`src/rtl/spi_wm_pkg.sv`:
```
package spi_wm_pkg;

  localparam int unsigned FLAG_N = 4;

  typedef enum int unsigned {
    FL_RX_FULL   = 0,
    FL_TX_EMPTY  = 1,
    FL_RX_NFULL  = 2,
    FL_TX_NEMPTY = 3
  } flag_idx_e;

  typedef logic [FLAG_N-1:0] flag_vec_t;

  // Flag values that hold right after reset (both queues empty).
  localparam flag_vec_t FLAGS_AT_RESET =
    flag_vec_t'((1 << FL_TX_EMPTY) | (1 << FL_TX_NEMPTY));

endpackage

```
`src/rtl/spi_wm_fifo.sv`:
```
// Byte-accounted queue: each entry carries one or two bytes depending on wide.
module spi_wm_fifo #(
  parameter int unsigned BYTES = 8,
  parameter int unsigned DW    = 16
) (
  input  logic                         clk,
  input  logic                         rst_n,
  input  logic                         wide,
  input  logic                         in_valid,
  output logic                         in_ready,
  input  logic [DW-1:0]                in_data,
  output logic                         out_valid,
  input  logic                         out_ready,
  output logic [DW-1:0]                out_data,
  output logic [$clog2(BYTES+1)-1:0]   level,
  output logic                         drop
);

  localparam int unsigned ENTRIES = BYTES;
  localparam int unsigned AW      = $clog2(ENTRIES);
  localparam int unsigned CW      = $clog2(BYTES+1);
  localparam int unsigned HALF    = DW / 2;

  logic [DW-1:0] mem [ENTRIES];
  logic [AW-1:0] wptr, rptr;
  logic [CW-1:0] step;
  logic          push, pop;

  assign step      = wide ? CW'(2) : CW'(1);
  assign in_ready  = ({1'b0, level} + {1'b0, step}) <= (CW+1)'(BYTES);
  assign out_valid = level >= step;
  assign push      = in_valid & in_ready;
  assign pop       = out_valid & out_ready;
  assign drop      = in_valid & ~in_ready;

  always_ff @(posedge clk) begin
    if (push) mem[wptr] <= in_data;
  end

  always_ff @(posedge clk) begin
    if (!rst_n) begin
      wptr  <= '0;
      rptr  <= '0;
      level <= '0;
    end else begin
      if (push) wptr <= wptr + AW'(1);
      if (pop)  rptr <= rptr + AW'(1);
      level <= level + (push ? step : CW'(0)) - (pop ? step : CW'(0));
    end
  end

  assign out_data = wide ? mem[rptr] : {{(DW-HALF){1'b0}}, mem[rptr][HALF-1:0]};

endmodule

```
`src/rtl/spi_wm_mark.sv`:
```
// Watermark comparator; thresholds given in bits, selected by sel.
module spi_wm_mark #(
  parameter int unsigned BYTES     = 8,
  parameter int unsigned MARK0_BITS = 16,
  parameter int unsigned MARK1_BITS = 32,
  parameter bit          AT_MOST   = 1'b1
) (
  input  logic [$clog2(BYTES+1)-1:0] level,
  input  logic                       sel,
  output logic                       flag
);

  localparam int unsigned CW = $clog2(BYTES+1);
  localparam logic [CW-1:0] M0 = CW'(MARK0_BITS / 8);
  localparam logic [CW-1:0] M1 = CW'(MARK1_BITS / 8);

  logic [CW-1:0] mark;
  assign mark = sel ? M1 : M0;

  generate
    if (AT_MOST) begin : g_le
      assign flag = level <= mark;
    end else begin : g_ge
      assign flag = level >= mark;
    end
  endgenerate

endmodule

```
`src/rtl/spi_wm_irq.sv`:
```
// Per-flag interrupt: direct follow, or rise-latched with write-one clear.
module spi_wm_irq #(
  parameter int unsigned   N              = 4,
  parameter logic [N-1:0]  FLAGS_AT_RESET = '0
) (
  input  logic         clk,
  input  logic         rst_n,
  input  logic [N-1:0] flags,
  input  logic [N-1:0] gate,
  input  logic         latch_mode,
  input  logic [N-1:0] clr,
  output logic [N-1:0] irq
);

  logic [N-1:0] flags_q;
  logic [N-1:0] pend;

  always_ff @(posedge clk) begin
    if (!rst_n) begin
      flags_q <= FLAGS_AT_RESET;
      pend    <= '0;
    end else begin
      flags_q <= flags;
      pend    <= latch_mode ? ((pend & ~clr) | (flags & ~flags_q)) : '0;
    end
  end

  generate
    for (genvar i = 0; i < N; i++) begin : g_line
      assign irq[i] = gate[i] & (latch_mode ? pend[i] : flags[i]);
    end
  endgenerate

endmodule

```
`src/rtl/spi_fifo_wm_ctl.sv`:
```
module spi_fifo_wm_ctl
  import spi_wm_pkg::*;
#(
  parameter int unsigned BYTES        = 8,
  parameter int unsigned DW           = 16,
  parameter int unsigned TX_LOW_BITS  = 16,
  parameter int unsigned TX_HIGH_BITS = 32,
  parameter int unsigned RX_LOW_BITS  = 48,
  parameter int unsigned RX_HIGH_BITS = 32
) (
  input  logic          clk,
  input  logic          rst_n,
  input  logic          wide,
  input  logic          fifo_mode,
  input  logic          tx_mark,
  input  logic          rx_mark,
  input  logic          clr_sel,
  input  logic [3:0]    irq_clr,
  input  logic          ie_rx_full,
  input  logic          ie_tx_empty,
  input  logic          ie_rx_nfull,
  input  logic          ie_tx_nempty,
  input  logic          tx_dma_en,
  input  logic          rx_dma_en,
  input  logic          tx_in_valid,
  output logic          tx_in_ready,
  input  logic [DW-1:0] tx_in_data,
  output logic          tx_out_valid,
  input  logic          tx_out_ready,
  output logic [DW-1:0] tx_out_data,
  input  logic          rx_in_valid,
  output logic          rx_in_ready,
  input  logic [DW-1:0] rx_in_data,
  output logic          rx_out_valid,
  input  logic          rx_out_ready,
  output logic [DW-1:0] rx_out_data,
  output logic          tx_empty,
  output logic          tx_full,
  output logic          tx_near_empty,
  output logic          tx_ovf,
  output logic          rx_empty,
  output logic          rx_full,
  output logic          rx_near_full,
  output logic          rx_ovf,
  output logic [3:0]    irq,
  output logic          tx_dma_req,
  output logic          rx_dma_req
);

  localparam int unsigned CW = $clog2(BYTES+1);

  logic [CW-1:0] tx_level, rx_level;
  logic          tx_drop, rx_drop;
  flag_vec_t     flags, gate;

  spi_wm_fifo #(.BYTES(BYTES), .DW(DW)) u_txq (
    .clk(clk), .rst_n(rst_n), .wide(wide),
    .in_valid(tx_in_valid), .in_ready(tx_in_ready), .in_data(tx_in_data),
    .out_valid(tx_out_valid), .out_ready(tx_out_ready), .out_data(tx_out_data),
    .level(tx_level), .drop(tx_drop)
  );

  spi_wm_fifo #(.BYTES(BYTES), .DW(DW)) u_rxq (
    .clk(clk), .rst_n(rst_n), .wide(wide),
    .in_valid(rx_in_valid), .in_ready(rx_in_ready), .in_data(rx_in_data),
    .out_valid(rx_out_valid), .out_ready(rx_out_ready), .out_data(rx_out_data),
    .level(rx_level), .drop(rx_drop)
  );

  spi_wm_mark #(.BYTES(BYTES), .MARK0_BITS(TX_LOW_BITS), .MARK1_BITS(TX_HIGH_BITS),
                .AT_MOST(1'b1)) u_tx_mark (
    .level(tx_level), .sel(tx_mark), .flag(tx_near_empty)
  );

  spi_wm_mark #(.BYTES(BYTES), .MARK0_BITS(RX_LOW_BITS), .MARK1_BITS(RX_HIGH_BITS),
                .AT_MOST(1'b0)) u_rx_mark (
    .level(rx_level), .sel(rx_mark), .flag(rx_near_full)
  );

  assign tx_empty = tx_level == '0;
  assign tx_full  = tx_level == CW'(BYTES);
  assign rx_empty = rx_level == '0;
  assign rx_full  = rx_level == CW'(BYTES);

  always_ff @(posedge clk) begin
    if (!rst_n || !fifo_mode) begin
      tx_ovf <= 1'b0;
      rx_ovf <= 1'b0;
    end else begin
      if (tx_drop) tx_ovf <= 1'b1;
      if (rx_drop) rx_ovf <= 1'b1;
    end
  end

  always_comb begin
    flags               = '0;
    flags[FL_RX_FULL]   = rx_full;
    flags[FL_TX_EMPTY]  = tx_empty;
    flags[FL_RX_NFULL]  = rx_near_full;
    flags[FL_TX_NEMPTY] = tx_near_empty;
    gate                = '0;
    gate[FL_RX_FULL]    = ie_rx_full & ~rx_dma_en;
    gate[FL_TX_EMPTY]   = ie_tx_empty & ~tx_dma_en;
    gate[FL_RX_NFULL]   = ie_rx_nfull;
    gate[FL_TX_NEMPTY]  = ie_tx_nempty;
  end

  spi_wm_irq #(.N(FLAG_N), .FLAGS_AT_RESET(FLAGS_AT_RESET)) u_irq (
    .clk(clk), .rst_n(rst_n), .flags(flags), .gate(gate),
    .latch_mode(clr_sel), .clr(irq_clr), .irq(irq)
  );

  assign tx_dma_req = tx_dma_en & tx_in_ready;
  assign rx_dma_req = rx_dma_en & rx_out_valid;

endmodule

```
`config.mk`:
```
export PLATFORM = sky130hd
export DESIGN_NAME = spi_fifo_wm_ctl
export DESIGN_NICKNAME = d
export VERILOG_FILES = /design/src/rtl/spi_wm_pkg.sv /design/src/rtl/spi_wm_fifo.sv /design/src/rtl/spi_wm_mark.sv /design/src/rtl/spi_wm_irq.sv /design/src/rtl/spi_fifo_wm_ctl.sv
export SDC_FILE = /design/constraint.sdc
export NUM_CORES = 1
export LEC_CHECK = 0
export ABC_CLOCK_PERIOD_IN_PS = 7300
export BUFFER_PORTS_ARGS = -buffer_cell sky130_fd_sc_hd__clkbuf_2
export CAP_MARGIN = 20
export CORE_ASPECT_RATIO = 0.7
export CORE_UTILIZATION = 55
export CTS_CLUSTER_DIAMETER = 100
export DETAILED_ROUTE_END_ITERATION = 10
export GPL_ROUTABILITY_DRIVEN = 0
export PLACE_DENSITY = 0.82
export SYNTH_ARGS = -nofsm -noshare
export SYNTH_HDL_FRONTEND = slang
export SYNTH_HIERARCHICAL = 1
export SYNTH_SLANG_ARGS = --single-unit
export TNS_END_PERCENT = 20
```
`constraint.sdc`:
```
create_clock -name clk -period 7.3 [get_ports clk]
set_clock_uncertainty 0.1 [all_clocks]
set_input_delay 1.825 -clock clk [delete_from_list [all_inputs] [get_ports clk]]
set_output_delay 1.825 -clock clk [all_outputs]
set_load 0.1 [all_outputs]
```
==> flow_summary.ini <==
[cts]
insertion_delay_ns = 0.52
cts_tree = built
cts_made_buffers = 27
clock_sinks = 292
path_clk_slew_ns = 0.06
post_cts_resized = 0
cts_root_buf = clkbuf_16
cts.path.max_buffers = 3
cts_setup_buffers = 0
hold_buffers = 0
htreeDepth = 1

[worst_setup_path]
cp-start-kind = input port
end_kind = output port
critical_path.slowest_cell = mux2i_2
worstPathRequired_ns = 5.38
crit_fanout = 13
cp_slowest_stage_delay_ns = 0.49
arrival_ns = 4.53
cp_common_cell = clkbuf_2
critical_path_class = in -> out
path_cells = clkbuf_2 > inv_1 > ha_1 > fa_1 > nand2b_1 > o21ai_0 > mux2i_2 > and2b_2 > and2_1 > clkbuf_2

[logic_synthesis]
netlist_instances = 647
ys_seq_area_share_pct = 68.6
ys_types = 49
netlist_area_mm2 = 0.0123
synth_flop_cell = edfxtp_1
ys_warn_count = 6
avgSynthCellArea_um2 = 18.9
synth-edff-count = 256
synth_seq_cells = 292
async_flop_share_pct = 0
synth_nets = 735

[sta]
fin_ws_ns = 0.846
fin_crit_sh_pct = 88.4
hold_violations = 0
relSlewSlack_pct = 28.6
max_freq_mhz = 155
min_period_ns = 6.45
rsz0062_at_grt = false
fin_hold_ws_ns = 0.379
setup_viol = 0
worst_slew_pin_slew_ns = 1.07
fin_setup_tns_ns = 0
maxSlewViolCount = 0

[routing]
dr.pass1.iters = 4
drt-wirelength-per-cell_um = 21.5
drc = 0
top_layer = met5
vias = 6186
met1_length_mm = 10.1
route.met3.wl_mm = 1.36
drt.antenna.violating_nets = 0
wl_mm = 23.0
drt-vias-per-instance = 5.78
wl_met2_mm = 11.2
first_iter_violations = 412

[global_routing]
grt_pass1_wl_mm = 35.7
grt_pass1_vias = 6352
grt_start_max_net_pins = 39
grtUsageTotal_pct = 20.5
overflow = 0
antenna_found_initial = 1

[layout]
areaGrowthSynthToFinish_pct = 14.1
layout-drive-gt1-share_pct = 29.2
final_net_count = 856
final_core_util_pct = 64.3
final_common_cell = edfxtp_1
layout_common_cells = edfxtp_1, clkbuf_2, dfxtp_1
diodes = 0

[power_and_ir_drop]
p_comb_share_pct = 36.4
peakVddDrop_uv = 333
pwr-share-clk_pct = 24.8
p_per_area_mw_per_mm2 = 384
intPower_uw = 3300
switching_share_pct = 38.5
leakage_uw = 0.00493
switchingPower_uw = 2070
p_seq_share_pct = 38.8

[job]
cap_violations = 0

[floorplanning]
num_rows = 45
die_x_um = 180
placeableCoreArea_mm2 = 0.0217
start_util_pct = 56.4
die-height_um = 127
dieArea_mm2 = 0.0229
io_pins = 103

[min_path]
hold_class = reg -> reg

[placement]
place.port_buffers = 102
post-place-ws_ns = 0.883
hpwl_mm = 14.1

[outcome]
outcome = finished clean
==> cells in the mapped netlist, drive strengths merged, types with 8 or more instances <==
master | count | share of area, %
a21oi | 8 | 0.36
and2 | 14 | 0.71
and3 | 8 | 0.41
buf | 17 | 1.1
dfxtp | 36 | 5.9
edfxtp | 256 | 63
ha | 29 | 3.0
inv | 25 | 0.77
mux2 | 16 | 1.5
mux2i | 31 | 2.6
mux4 | 64 | 13
nand2 | 24 | 0.74
nand2b | 11 | 0.56
nor2 | 20 | 0.74
nor2b | 16 | 0.94
o21ai | 15 | 0.61
or2b | 8 | 0.49
==> flip-flops by register name, summed over array words and instances (netlist names), named ones only <==
| signal | flops |
|---|---|
| u_txq/wptr | 3 |
| u_txq/rptr | 3 |
| u_irq/pend | 4 |
| u_irq/flags_q | 4 |
| u_rxq/rptr | 3 |
| u_rxq/wptr | 3 |
| u_rxq/level | 4 |
| u_txq/mem | 128 |
| tx_ovf | 1 |
| rx_ovf | 1 |
| u_rxq/mem | 128 |
| u_txq/level | 4 |
==> power by group through the flow <==
stage | clock network (µW) | registers [µW] | logic (µW)
2_1_floorplan | 0 | 2080 | 1630
3_3_place_gp | 0 | 2160 | 1830
3_5_place_dp | 0 | 2180 | 1880
4_1_cts | 1360 | 2140 | 1890
5_1_grt | 1420 | 2100 | 2060
6_report | 1330 | 2080 | 1950
==> routing by layer <==
metal	track usage (%)	up-vias
met2	34.1	167
met3	4.05	29
met1	28.5	3170
li1	-	2818
met5	0	-
met4	4.07	2
==> cell type report <==
cell class	instances	area, µm²
Sequential cell	292	8410
Fill cell	1481	7760
Tap cell	282	353
Clock buffer	34	702
Multi-Input combinational cell	307	3640
Timing Repair Buffer	115	633
Inverter	25	93.8
Clock inverter	16	139
==> metrics by stage <==
step / area [µm²] / total power [µW] / cells
2_1_floorplan: 12300 / 3720 / 647
3_3_place_gp: 13100 / 3990 / 1019
3_5_place_dp: 13100 / 4060 / 1019
4_1_cts: 13900 / 5390 / 1069
5_1_grt: 14000 / 5580 / 1071
6_report: 14000 / 5370 / 1071
==> cells by family after synthesis <==
| kind of cell | after synthesis | share of synthesized area, % |
|---|---|---|
| compound gates | 30 | 1.50 |
| xor+xnor | 4 | 0.286 |
| fa+ha+maj | 35 | 3.94 |
| buf+inv | 48 | 2.20 |
| flops | 292 | 68.6 |
| mux | 111 | 16.8 |
| simple gates | 127 | 6.64 |
==> worst max-delay path: cells and delay by family <==
| family | cells | cell delay (ns) |
|---|---|---|
| multiplexers | 1 | 0.49 |
| buffers and inverters | 3 | 0.71 |
| AND/OR/NAND/NOR | 3 | 0.58 |
| AO/OA/AOI/OAI | 1 | 0.11 |
| adder cells (fa/ha/maj) | 2 | 0.81 |
==> worst paths after layout <==
check                        startpoint  depth (start not counted)                         to  slack (ns)
max                                wide                         10                 tx_dma_req        0.85
min          u_txq/rptr[2]$_SDFFE_PN0N_                          2                   register        0.38
max reg2reg   u_txq/level[0]$_SDFF_PN0_                         14  u_txq/level[3]$_SDFF_PN0_        3.57
min reg2reg  u_txq/rptr[2]$_SDFFE_PN0N_                          2                   register        0.38
Note: power is estimated with default switching activity, not from simulation.
